[src/rtl/vga_scan_pkg.sv]
// Package: shared control word for the scan-out pipeline.
// Assumes: all sync flags active low; idle value matches reset state.
package vga_scan_pkg;

    typedef struct packed {
        logic hsync_n;   // horizontal sync, active low
        logic vsync_n;   // vertical sync, active low
        logic active;    // position lies in the visible area
        logic first;     // position is column 0 of line 0
    } scan_ctl_t;

    localparam scan_ctl_t CTL_IDLE = '{hsync_n: 1'b1, vsync_n: 1'b1,
                                       active: 1'b0, first: 1'b0};

endpackage

[src/rtl/vga_raster_timer.sv]
// Raster timer: column and line counters plus decoded sync and blanking.
// Assumes: one count per pixel clock; porch and sync lengths are nonzero.
module vga_raster_timer
    import vga_scan_pkg::*;
#(
    parameter int H_ACTIVE = 640,
    parameter int H_FP     = 16,
    parameter int H_SYNC   = 96,
    parameter int H_BP     = 48,
    parameter int V_ACTIVE = 480,
    parameter int V_FP     = 10,
    parameter int V_SYNC   = 2,
    parameter int V_BP     = 33,
    parameter int HW       = $clog2(H_ACTIVE + H_FP + H_SYNC + H_BP),
    parameter int VW       = $clog2(V_ACTIVE + V_FP + V_SYNC + V_BP)
) (
    input  logic          clk,
    input  logic          rst_n,
    output logic [HW-1:0] h_cnt,
    output logic [VW-1:0] v_cnt,
    output scan_ctl_t     ctl
);

    localparam int H_TOTAL = H_ACTIVE + H_FP + H_SYNC + H_BP;
    localparam int V_TOTAL = V_ACTIVE + V_FP + V_SYNC + V_BP;
    localparam logic [HW-1:0] H_LAST    = HW'(H_TOTAL - 1);
    localparam logic [VW-1:0] V_LAST    = VW'(V_TOTAL - 1);
    localparam logic [HW-1:0] H_VIS     = HW'(H_ACTIVE);
    localparam logic [VW-1:0] V_VIS     = VW'(V_ACTIVE);
    localparam logic [HW-1:0] H_SYN_BEG = HW'(H_ACTIVE + H_FP);
    localparam logic [HW-1:0] H_SYN_END = HW'(H_ACTIVE + H_FP + H_SYNC);
    localparam logic [VW-1:0] V_SYN_BEG = VW'(V_ACTIVE + V_FP);
    localparam logic [VW-1:0] V_SYN_END = VW'(V_ACTIVE + V_FP + V_SYNC);

    // Advance the column each clock; wrap into the next line and frame.
    always_ff @(posedge clk) begin
        if (!rst_n) begin
            h_cnt <= '0;
            v_cnt <= '0;
        end else if (h_cnt == H_LAST) begin
            h_cnt <= '0;
            v_cnt <= (v_cnt == V_LAST) ? '0 : v_cnt + 1'b1;
        end else begin
            h_cnt <= h_cnt + 1'b1;
        end
    end

    // Decode sync, visibility and frame start from the current position.
    always_comb begin
        ctl.hsync_n = !((h_cnt >= H_SYN_BEG) && (h_cnt < H_SYN_END));
        ctl.vsync_n = !((v_cnt >= V_SYN_BEG) && (v_cnt < V_SYN_END));
        ctl.active  = (h_cnt < H_VIS) && (v_cnt < V_VIS);
        ctl.first   = (h_cnt == '0) && (v_cnt == '0);
    end

endmodule

[src/rtl/vga_fetch_addr.sv]
// Fetch address generator: maps a raster position to a half-resolution
// image word, row-major. Assumes the visible width and height are even.
module vga_fetch_addr #(
    parameter int H_ACTIVE = 640,
    parameter int HW       = 10,
    parameter int VW       = 10,
    parameter int ADDR_W   = 17
) (
    input  logic [HW-1:0]     h_cnt,
    input  logic [VW-1:0]     v_cnt,
    input  logic              active,
    output logic [ADDR_W-1:0] rd_addr
);

    localparam int COLS = H_ACTIVE / 2;

    logic [ADDR_W-1:0] col_w;
    logic [ADDR_W-1:0] row_w;

    // Halve both coordinates and form row*COLS + col; park at 0 in blanking.
    always_comb begin
        col_w   = ADDR_W'(h_cnt >> 1);
        row_w   = ADDR_W'(v_cnt >> 1);
        rd_addr = active ? (row_w * ADDR_W'(COLS) + col_w) : '0;
    end

endmodule

[src/rtl/vga_pixel_pipe.sv]
// Pixel pipe: delays the control word by the RAM read latency, then
// registers syncs, frame start and the unpacked, blank-masked colour.
// Assumes: rd_data is valid RD_LAT clocks after its address.
module vga_pixel_pipe
    import vga_scan_pkg::*;
#(
    parameter int RD_LAT = 1
) (
    input  logic       clk,
    input  logic       rst_n,
    input  scan_ctl_t  ctl_in,
    input  logic [7:0] pix_byte,
    output logic [2:0] red,
    output logic [2:0] green,
    output logic [1:0] blue,
    output logic       hsync_n,
    output logic       vsync_n,
    output logic       sof
);

    scan_ctl_t ctl_q [RD_LAT];

    // Shift the control word so it lines up with the returning RAM byte.
    always_ff @(posedge clk) begin
        if (!rst_n) begin
            for (int i = 0; i < RD_LAT; i++) ctl_q[i] <= CTL_IDLE;
        end else begin
            ctl_q[0] <= ctl_in;
            for (int i = 1; i < RD_LAT; i++) ctl_q[i] <= ctl_q[i-1];
        end
    end

    // Output register: split the colour fields, force black outside view.
    always_ff @(posedge clk) begin
        if (!rst_n) begin
            red     <= '0;
            green   <= '0;
            blue    <= '0;
            hsync_n <= 1'b1;
            vsync_n <= 1'b1;
            sof     <= 1'b0;
        end else begin
            red     <= ctl_q[RD_LAT-1].active ? pix_byte[7:5] : 3'd0;
            green   <= ctl_q[RD_LAT-1].active ? pix_byte[4:2] : 3'd0;
            blue    <= ctl_q[RD_LAT-1].active ? pix_byte[1:0] : 2'd0;
            hsync_n <= ctl_q[RD_LAT-1].hsync_n;
            vsync_n <= ctl_q[RD_LAT-1].vsync_n;
            sof     <= ctl_q[RD_LAT-1].first;
        end
    end

endmodule

[src/rtl/vga_scanout.sv]
// Top: VGA scan-out of a half-resolution 3-3-2 byte image held in an
// external registered-read RAM. Assumes RAM and block share clk.
module vga_scanout
    import vga_scan_pkg::*;
#(
    parameter int H_ACTIVE = 640,
    parameter int H_FP     = 16,
    parameter int H_SYNC   = 96,
    parameter int H_BP     = 48,
    parameter int V_ACTIVE = 480,
    parameter int V_FP     = 10,
    parameter int V_SYNC   = 2,
    parameter int V_BP     = 33,
    parameter int RD_LAT   = 1,
    parameter int ADDR_W   = $clog2((H_ACTIVE / 2) * (V_ACTIVE / 2))
) (
    input  logic              clk,
    input  logic              rst_n,
    output logic [ADDR_W-1:0] rd_addr,
    input  logic [7:0]        rd_data,
    output logic [2:0]        red,
    output logic [2:0]        green,
    output logic [1:0]        blue,
    output logic              hsync_n,
    output logic              vsync_n,
    output logic              sof
);

    localparam int HW = $clog2(H_ACTIVE + H_FP + H_SYNC + H_BP);
    localparam int VW = $clog2(V_ACTIVE + V_FP + V_SYNC + V_BP);

    logic [HW-1:0] h_cnt;
    logic [VW-1:0] v_cnt;
    scan_ctl_t     ctl;

    vga_raster_timer #(
        .H_ACTIVE(H_ACTIVE), .H_FP(H_FP), .H_SYNC(H_SYNC), .H_BP(H_BP),
        .V_ACTIVE(V_ACTIVE), .V_FP(V_FP), .V_SYNC(V_SYNC), .V_BP(V_BP),
        .HW(HW), .VW(VW)
    ) u_timer (
        .clk   (clk),
        .rst_n (rst_n),
        .h_cnt (h_cnt),
        .v_cnt (v_cnt),
        .ctl   (ctl)
    );

    vga_fetch_addr #(
        .H_ACTIVE(H_ACTIVE), .HW(HW), .VW(VW), .ADDR_W(ADDR_W)
    ) u_fetch (
        .h_cnt   (h_cnt),
        .v_cnt   (v_cnt),
        .active  (ctl.active),
        .rd_addr (rd_addr)
    );

    vga_pixel_pipe #(
        .RD_LAT(RD_LAT)
    ) u_pipe (
        .clk      (clk),
        .rst_n    (rst_n),
        .ctl_in   (ctl),
        .pix_byte (rd_data),
        .red      (red),
        .green    (green),
        .blue     (blue),
        .hsync_n  (hsync_n),
        .vsync_n  (vsync_n),
        .sof      (sof)
    );

endmodule

[config.mk]
export PLATFORM = sky130hd
export DESIGN_NAME = vga_scanout
export DESIGN_NICKNAME = d
export VERILOG_FILES = /design/src/rtl/vga_scan_pkg.sv /design/src/rtl/vga_raster_timer.sv /design/src/rtl/vga_fetch_addr.sv /design/src/rtl/vga_pixel_pipe.sv /design/src/rtl/vga_scanout.sv
export SDC_FILE = /design/constraint.sdc
export NUM_CORES = 1
export LEC_CHECK = 0
export BUFFER_PORTS_ARGS = -buffer_cell sky130_fd_sc_hd__buf_2
export CELL_PAD_IN_SITES_DETAIL_PLACEMENT = 0
export CELL_PAD_IN_SITES_GLOBAL_PLACEMENT = 1
export CORE_UTILIZATION = 38
export DETAILED_ROUTE_END_ITERATION = 10
export PLACE_DENSITY_LB_ADDON = 0.1
export SETUP_SLACK_MARGIN = 0.02
export SLEW_MARGIN = 10
export SYNTH_ARGS = -nofsm -noshare
export SYNTH_HDL_FRONTEND = slang
export SYNTH_SLANG_ARGS = --single-unit
[constraint.sdc]
create_clock -name clk -period 3.2 [get_ports clk]
set_clock_uncertainty 0.1 [all_clocks]
set_input_delay 0.64 -clock clk [delete_from_list [all_inputs] [get_ports clk]]
set_output_delay 0.64 -clock clk [all_outputs]
set_load 0.1 [all_outputs]
==> impl_metrics.prom <==
# TYPE chip_impl_metric gauge
chip_impl_metric{name="share_clk_of_total_power",unit="%"} 42.3
chip_impl_metric{name="worst_slew_margin_rel",unit="%"} 62.20
chip_impl_metric{name="detailroute.via_count",unit=""} 1999
chip_impl_metric{name="edff_count_synth",unit=""} 0
chip_impl_metric{name="final_layout_size_suffix_gt1_share",unit="%"} 42.04
chip_impl_metric{name="mapped_area",unit="mm²"} 0.002157
chip_impl_metric{name="maximum_number_of_pins_on_one_net_before_global_route_repair",unit=""} 23
chip_impl_metric{name="leakage_power_of_the_design",unit="µW"} 0.001544
chip_impl_metric{name="synth_to_layout_area_growth",unit="%"} 59.98
chip_impl_info{name="critical-path-top-delay-family",value="simple AND/OR/NAND/NOR gates"} 1
chip_impl_info{name="synth_top_cell_by_area",value="sky130_fd_sc_hd__dfxtp_1"} 1
chip_impl_metric{name="design.portCount",unit=""} 38
chip_impl_metric{name="postRouteAntennaNets",unit=""} 0
chip_impl_info{name="outcome",value="finished, violations left"} 1
chip_impl_metric{name="n_antenna_cell",unit=""} 0
chip_impl_info{name="hold-path-endpoint",value="u_pipe.hsync_n"} 1
chip_impl_metric{name="drt_iter0_drc",unit=""} 104
chip_impl_info{name="cts_tree",value="built"} 1
chip_impl_metric{name="critical_path.max_stage_delay",unit="ns"} 0.37
chip_impl_metric{name="post-synth-top-area-fraction",unit="%"} 32.48
chip_impl_metric{name="ys_async_sr_fraction",unit="%"} 0
chip_impl_metric{name="count_of_pins_over_their_slew_limit",unit=""} 0
chip_impl_metric{name="worst_ep_arrival_time",unit="ns"} 2.99
chip_impl_metric{name="fin_crit_sh",unit="%"} 116.5
chip_impl_metric{name="comb_power_share",unit="%"} 9.5
chip_impl_metric{name="core_region_area",unit="mm²"} 0.005473
chip_impl_info{name="yosys-top-cells-area",value="sky130_fd_sc_hd__dfxtp_1 32%, sky130_fd_sc_hd__ha_1 12%, sky130_fd_sc_hd__xor2_1 6.5%"} 1
chip_impl_metric{name="p_switching",unit="µW"} 237.9
chip_impl_metric{name="synth_cell_types",unit=""} 41
chip_impl_info{name="launching_element_type_of_the_critical_path",value="flip-flop"} 1
chip_impl_metric{name="chipWidth",unit="µm"} 77.34
chip_impl_metric{name="num-fill-cells",unit=""} 477
chip_impl_metric{name="clock.fmax",unit="GHz"} 0.2683
chip_impl_metric{name="number_of_port_buffers",unit=""} 37
chip_impl_info{name="setup.worst_path.end_class",value="output pin"} 1
chip_impl_metric{name="max_slew.worst_pin.slew",unit="ns"} 0.5632
chip_impl_metric{name="number_of_cells_on_the_worst_hold_path",unit=""} 1
chip_impl_info{name="min-delay-path-class",value="flip-flop to flip-flop"} 1
chip_impl_metric{name="tritoncts.num_buffers",unit=""} 5
chip_impl_metric{name="worstRegToRegCells",unit=""} 7
chip_impl_info{name="violations",value="setup timing"} 1
chip_impl_metric{name="floorplan.rows",unit=""} 27
chip_impl_metric{name="irDropWorstVdd",unit="V"} 0.0002136
chip_impl_metric{name="cts.sink_count",unit=""} 35
chip_impl_metric{name="p_sw_share",unit="%"} 25.49
chip_impl_metric{name="setup_viol_count_final",unit=""} 5
chip_impl_info{name="dr.max_layer_used",value="met4"} 1
chip_impl_metric{name="synthesis.nets",unit=""} 284
chip_impl_metric{name="finalNetCount",unit=""} 365
chip_impl_metric{name="synthesis.area_per_instance",unit="µm²"} 8.594
chip_impl_metric{name="multi_input_gate_area_in_the_final_layout",unit="mm²"} 0.001773
chip_impl_metric{name="timing.critical_path.fanout_max",unit=""} 3
chip_impl_metric{name="hpwlAfterDp",unit="mm"} 3.850
chip_impl_metric{name="utilization",unit="%"} 63.05
chip_impl_metric{name="finalWorstSetupSlack",unit="ns"} -0.5274
chip_impl_metric{name="first_global_vias",unit=""} 1918
chip_impl_metric{name="drt_drc_violations_left",unit=""} 0
chip_impl_metric{name="critPathRequiredTime",unit="ns"} 2.46
chip_impl_metric{name="max-clock-path-buffers",unit=""} 2
chip_impl_info{name="worst_r2r_endpoint",value="u_timer.v_cnt[3]"} 1
chip_impl_metric{name="grt_remaining_overflow",unit=""} 0
chip_impl_metric{name="avgViaCountPerCell",unit=""} 4.936
chip_impl_metric{name="grt.total_usage",unit="%"} 18.57
chip_impl_info{name="path_class",value="flip-flop to output pin"} 1
chip_impl_metric{name="antenna_found_initial",unit=""} 0
chip_impl_metric{name="die_area",unit="mm²"} 0.005981
chip_impl_metric{name="ys_seq_area_share",unit="%"} 32.48
chip_impl_metric{name="yosysWarnings",unit=""} 0
chip_impl_metric{name="synth_cells",unit=""} 251
chip_impl_metric{name="drt-total-wl",unit="mm"} 5.396
chip_impl_metric{name="time_the_final_worst_path_needs_with_i_o_delays_and_setup",unit="ns"} 3.727
chip_impl_info{name="synth-main-ff-cell",value="sky130_fd_sc_hd__dfxtp_1"} 1
chip_impl_metric{name="wire_per_inst",unit="µm"} 13.32
chip_impl_metric{name="m1WireLength",unit="mm"} 2.736
chip_impl_metric{name="die-height",unit="µm"} 77.34
chip_impl_metric{name="dr.pass1.iters",unit=""} 4
chip_impl_metric{name="cp_num_buf_inv",unit=""} 3
chip_impl_metric{name="starting_density_of_the_core",unit="%"} 39.41
chip_impl_metric{name="pwr-share-seq",unit="%"} 48.2
chip_impl_metric{name="setup_total_negative_slack",unit="ns"} -1.867
chip_impl_metric{name="regArea",unit="µm²"} 710.7
chip_impl_metric{name="finalHoldViolCount",unit=""} 0
chip_impl_info{name="layout.cells.most_common",value="sky130_fd_sc_hd__buf_4"} 1
chip_impl_info{name="cts.root.buffer_cell",value="sky130_fd_sc_hd__clkbuf_8"} 1
chip_impl_metric{name="holdBufCountCts",unit=""} 0
chip_impl_metric{name="place.gp.congestion",unit=""} 0.7583
chip_impl_metric{name="worst_skew_pair.late_latency",unit="ns"} 0.29
chip_impl_metric{name="path_clk_slew",unit="ns"} 0.08
chip_impl_info{name="r2r-start",value="u_timer.h_cnt[0]"} 1
chip_impl_info{name="final_cell_mix",value="37 x sky130_fd_sc_hd__buf_4, 31 x sky130_fd_sc_hd__dfxtp_1, 27 x sky130_fd_sc_hd__nor2_1, 25 x sky130_fd_sc_hd__buf_2, 16 x sky130_fd_sc_hd__and2_1"} 1
chip_impl_metric{name="clock_tree.htree_level_count",unit=""} 2
chip_impl_info{name="crit_path_cell_trace",value="ha_4, ha_4, fa_2, buf_6, xor2_2, nand4_1, or3_4, buf_4, or3_4, a21oi_4, buf_12"} 1
chip_impl_metric{name="dr_wl_met3",unit="µm"} 162
chip_impl_info{name="grt_setup_unrepaired",value="yes"} 1
chip_impl_info{name="slowest_stage",value="sky130_fd_sc_hd__or3_4"} 1
chip_impl_metric{name="worst-r2r-setup-slack",unit="ns"} 0.98
chip_impl_metric{name="max_cap_violations",unit=""} 0
chip_impl_metric{name="met2RoutedLength",unit="mm"} 2.452
chip_impl_metric{name="ys_ff_latch",unit=""} 35
chip_impl_metric{name="grt_pass1_wl",unit="mm"} 8.804
chip_impl_info{name="holdCritStartpoint",value="u_pipe.ctl_q[0][3]"} 1
chip_impl_metric{name="power_report.internal_total",unit="µW"} 695.4
chip_impl_metric{name="power.density",unit="mW/mm²"} 270.4
power by group through the flow:
| stage | Combinational (µW) | Clock (µW) | Sequential [µW] |
|---|---|---|---|
| 6_report | 88.7 | 395 | 450 |
| 5_1_grt | 94.4 | 421 | 451 |
| 4_1_cts | 89.6 | 404 | 450 |
| 3_5_place_dp | 89.4 | 0 | 460 |
| 3_3_place_gp | 88.9 | 0 | 459 |
| 2_1_floorplan | 36.0 | 0 | 493 |
cell families (layout without fill, tap and decap cells):
| family | after synthesis | in the layout | share of synthesized area, % |
|---|---|---|---|
| adder cells (fa/ha/maj) | 23 | 23 | 14.04 |
| XOR/XNOR | 25 | 25 | 10.15 |
| AND/OR/NAND/NOR | 121 | 121 | 30.28 |
| buffers and inverters | 16 | 98 | 2.900 |
| flip-flops | 35 | 35 | 32.48 |
| AO/OA/AOI/OAI | 30 | 30 | 9.687 |
| multiplexers | 1 | 1 | 0.4641 |
how the worst max path moves through the flow:
| stage | from | endpoint | slack, ns | cells after the start |
|---|---|---|---|---|
| floorplan | u_timer.v_cnt[4] | rd_addr[16] | -0.50 | 8 |
| global placement | u_timer.v_cnt[4] | rd_addr[16] | -0.37 | 10 |
| detailed placement | u_timer.v_cnt[4] | rd_addr[16] | -0.40 | 10 |
| CTS | u_timer.v_cnt[2] | rd_addr[16] | -0.53 | 10 |
| global route | u_timer.v_cnt[2] | rd_addr[16] | -0.63 | 10 |
| finish | u_timer.v_cnt[4] | rd_addr[14] | -0.53 | 11 |
synthesized netlist by cell type (2+ instances only):
cell,count
sky130_fd_sc_hd__nor3b_1,2
sky130_fd_sc_hd__o211ai_1,3
sky130_fd_sc_hd__nor2b_1,3
sky130_fd_sc_hd__or2_2,2
sky130_fd_sc_hd__nor3_1,2
sky130_fd_sc_hd__a21oi_1,5
sky130_fd_sc_hd__inv_1,9
sky130_fd_sc_hd__nand4_1,8
sky130_fd_sc_hd__xor2_1,16
sky130_fd_sc_hd__nand3_1,12
sky130_fd_sc_hd__and3_1,14
sky130_fd_sc_hd__o21ai_0,6
sky130_fd_sc_hd__nor2_1,32
sky130_fd_sc_hd__or3_1,4
sky130_fd_sc_hd__xnor2_1,9
sky130_fd_sc_hd__nand2_1,10
sky130_fd_sc_hd__clkbuf_1,5
sky130_fd_sc_hd__a211o_1,2
sky130_fd_sc_hd__nor4_1,6
sky130_fd_sc_hd__fa_1,2
sky130_fd_sc_hd__buf_2,2
sky130_fd_sc_hd__and2_1,17
sky130_fd_sc_hd__dfxtp_1,35
sky130_fd_sc_hd__nand2b_1,4
sky130_fd_sc_hd__a21o_1,3
sky130_fd_sc_hd__ha_1,21
sky130_fd_sc_hd__a211oi_1,2
sky130_fd_sc_hd__a2111oi_1,2
flip-flops by register name, summed over array words and instances, names as in the netlist:
name,count
u_pipe.green,3
u_timer.h_cnt,10
u_pipe.hsync_n,1
u_pipe.vsync_n,1
u_pipe.sof,1
u_pipe.red,3
u_pipe.blue,2
u_pipe.ctl_q,4
u_timer.v_cnt,10
layer usage:
| layer | GRT usage [%] | vias to the layer above |
|---|---|---|
| li1 | - | 1044 |
| met1 | 27.11 | 920 |
| met2 | 27.61 | 29 |
| met3 | 4.235 | 6 |
| met4 | 3.962 | 0 |
| met5 | 0 | - |
stage by stage:
stage | instance area (µm²) | power (µW) | hold WS, ns | worst slack [ns] | cells
after floorplan | 2277 | 528.8 | 0.2863 | -0.4982 | 251
after global placement | 2987 | 548.2 | 0.2886 | -0.3689 | 391
after detailed placement | 2987 | 549.1 | 0.2917 | -0.4010 | 391
after CTS | 3296 | 942.7 | 0.3073 | -0.5254 | 399
after global routing | 3451 | 966.5 | 0.3253 | -0.6321 | 405
final | 3451 | 933.2 | 0.3064 | -0.5274 | 405
final cells by class:
class                      count  area share [%]
tap                           72           2.611
multi-input combinational    200           51.38
inverter                       9          0.9790
clock inverter                 3           1.269
sequential                    35           20.59
clock buffer                   5           1.994
timing repair buffer          81           21.17
timing repair:
action | in CTS | in global routing
buffers inserted | 3 | 9
setup endpoints to repair | 6 | 6
resized for setup | 29 | 18
pin swaps | 12 | 15
endpoints found under the hold margin | 0 | 0
cloned | 0 | 0
No activity file was read; power rests on OpenSTA's default activity.
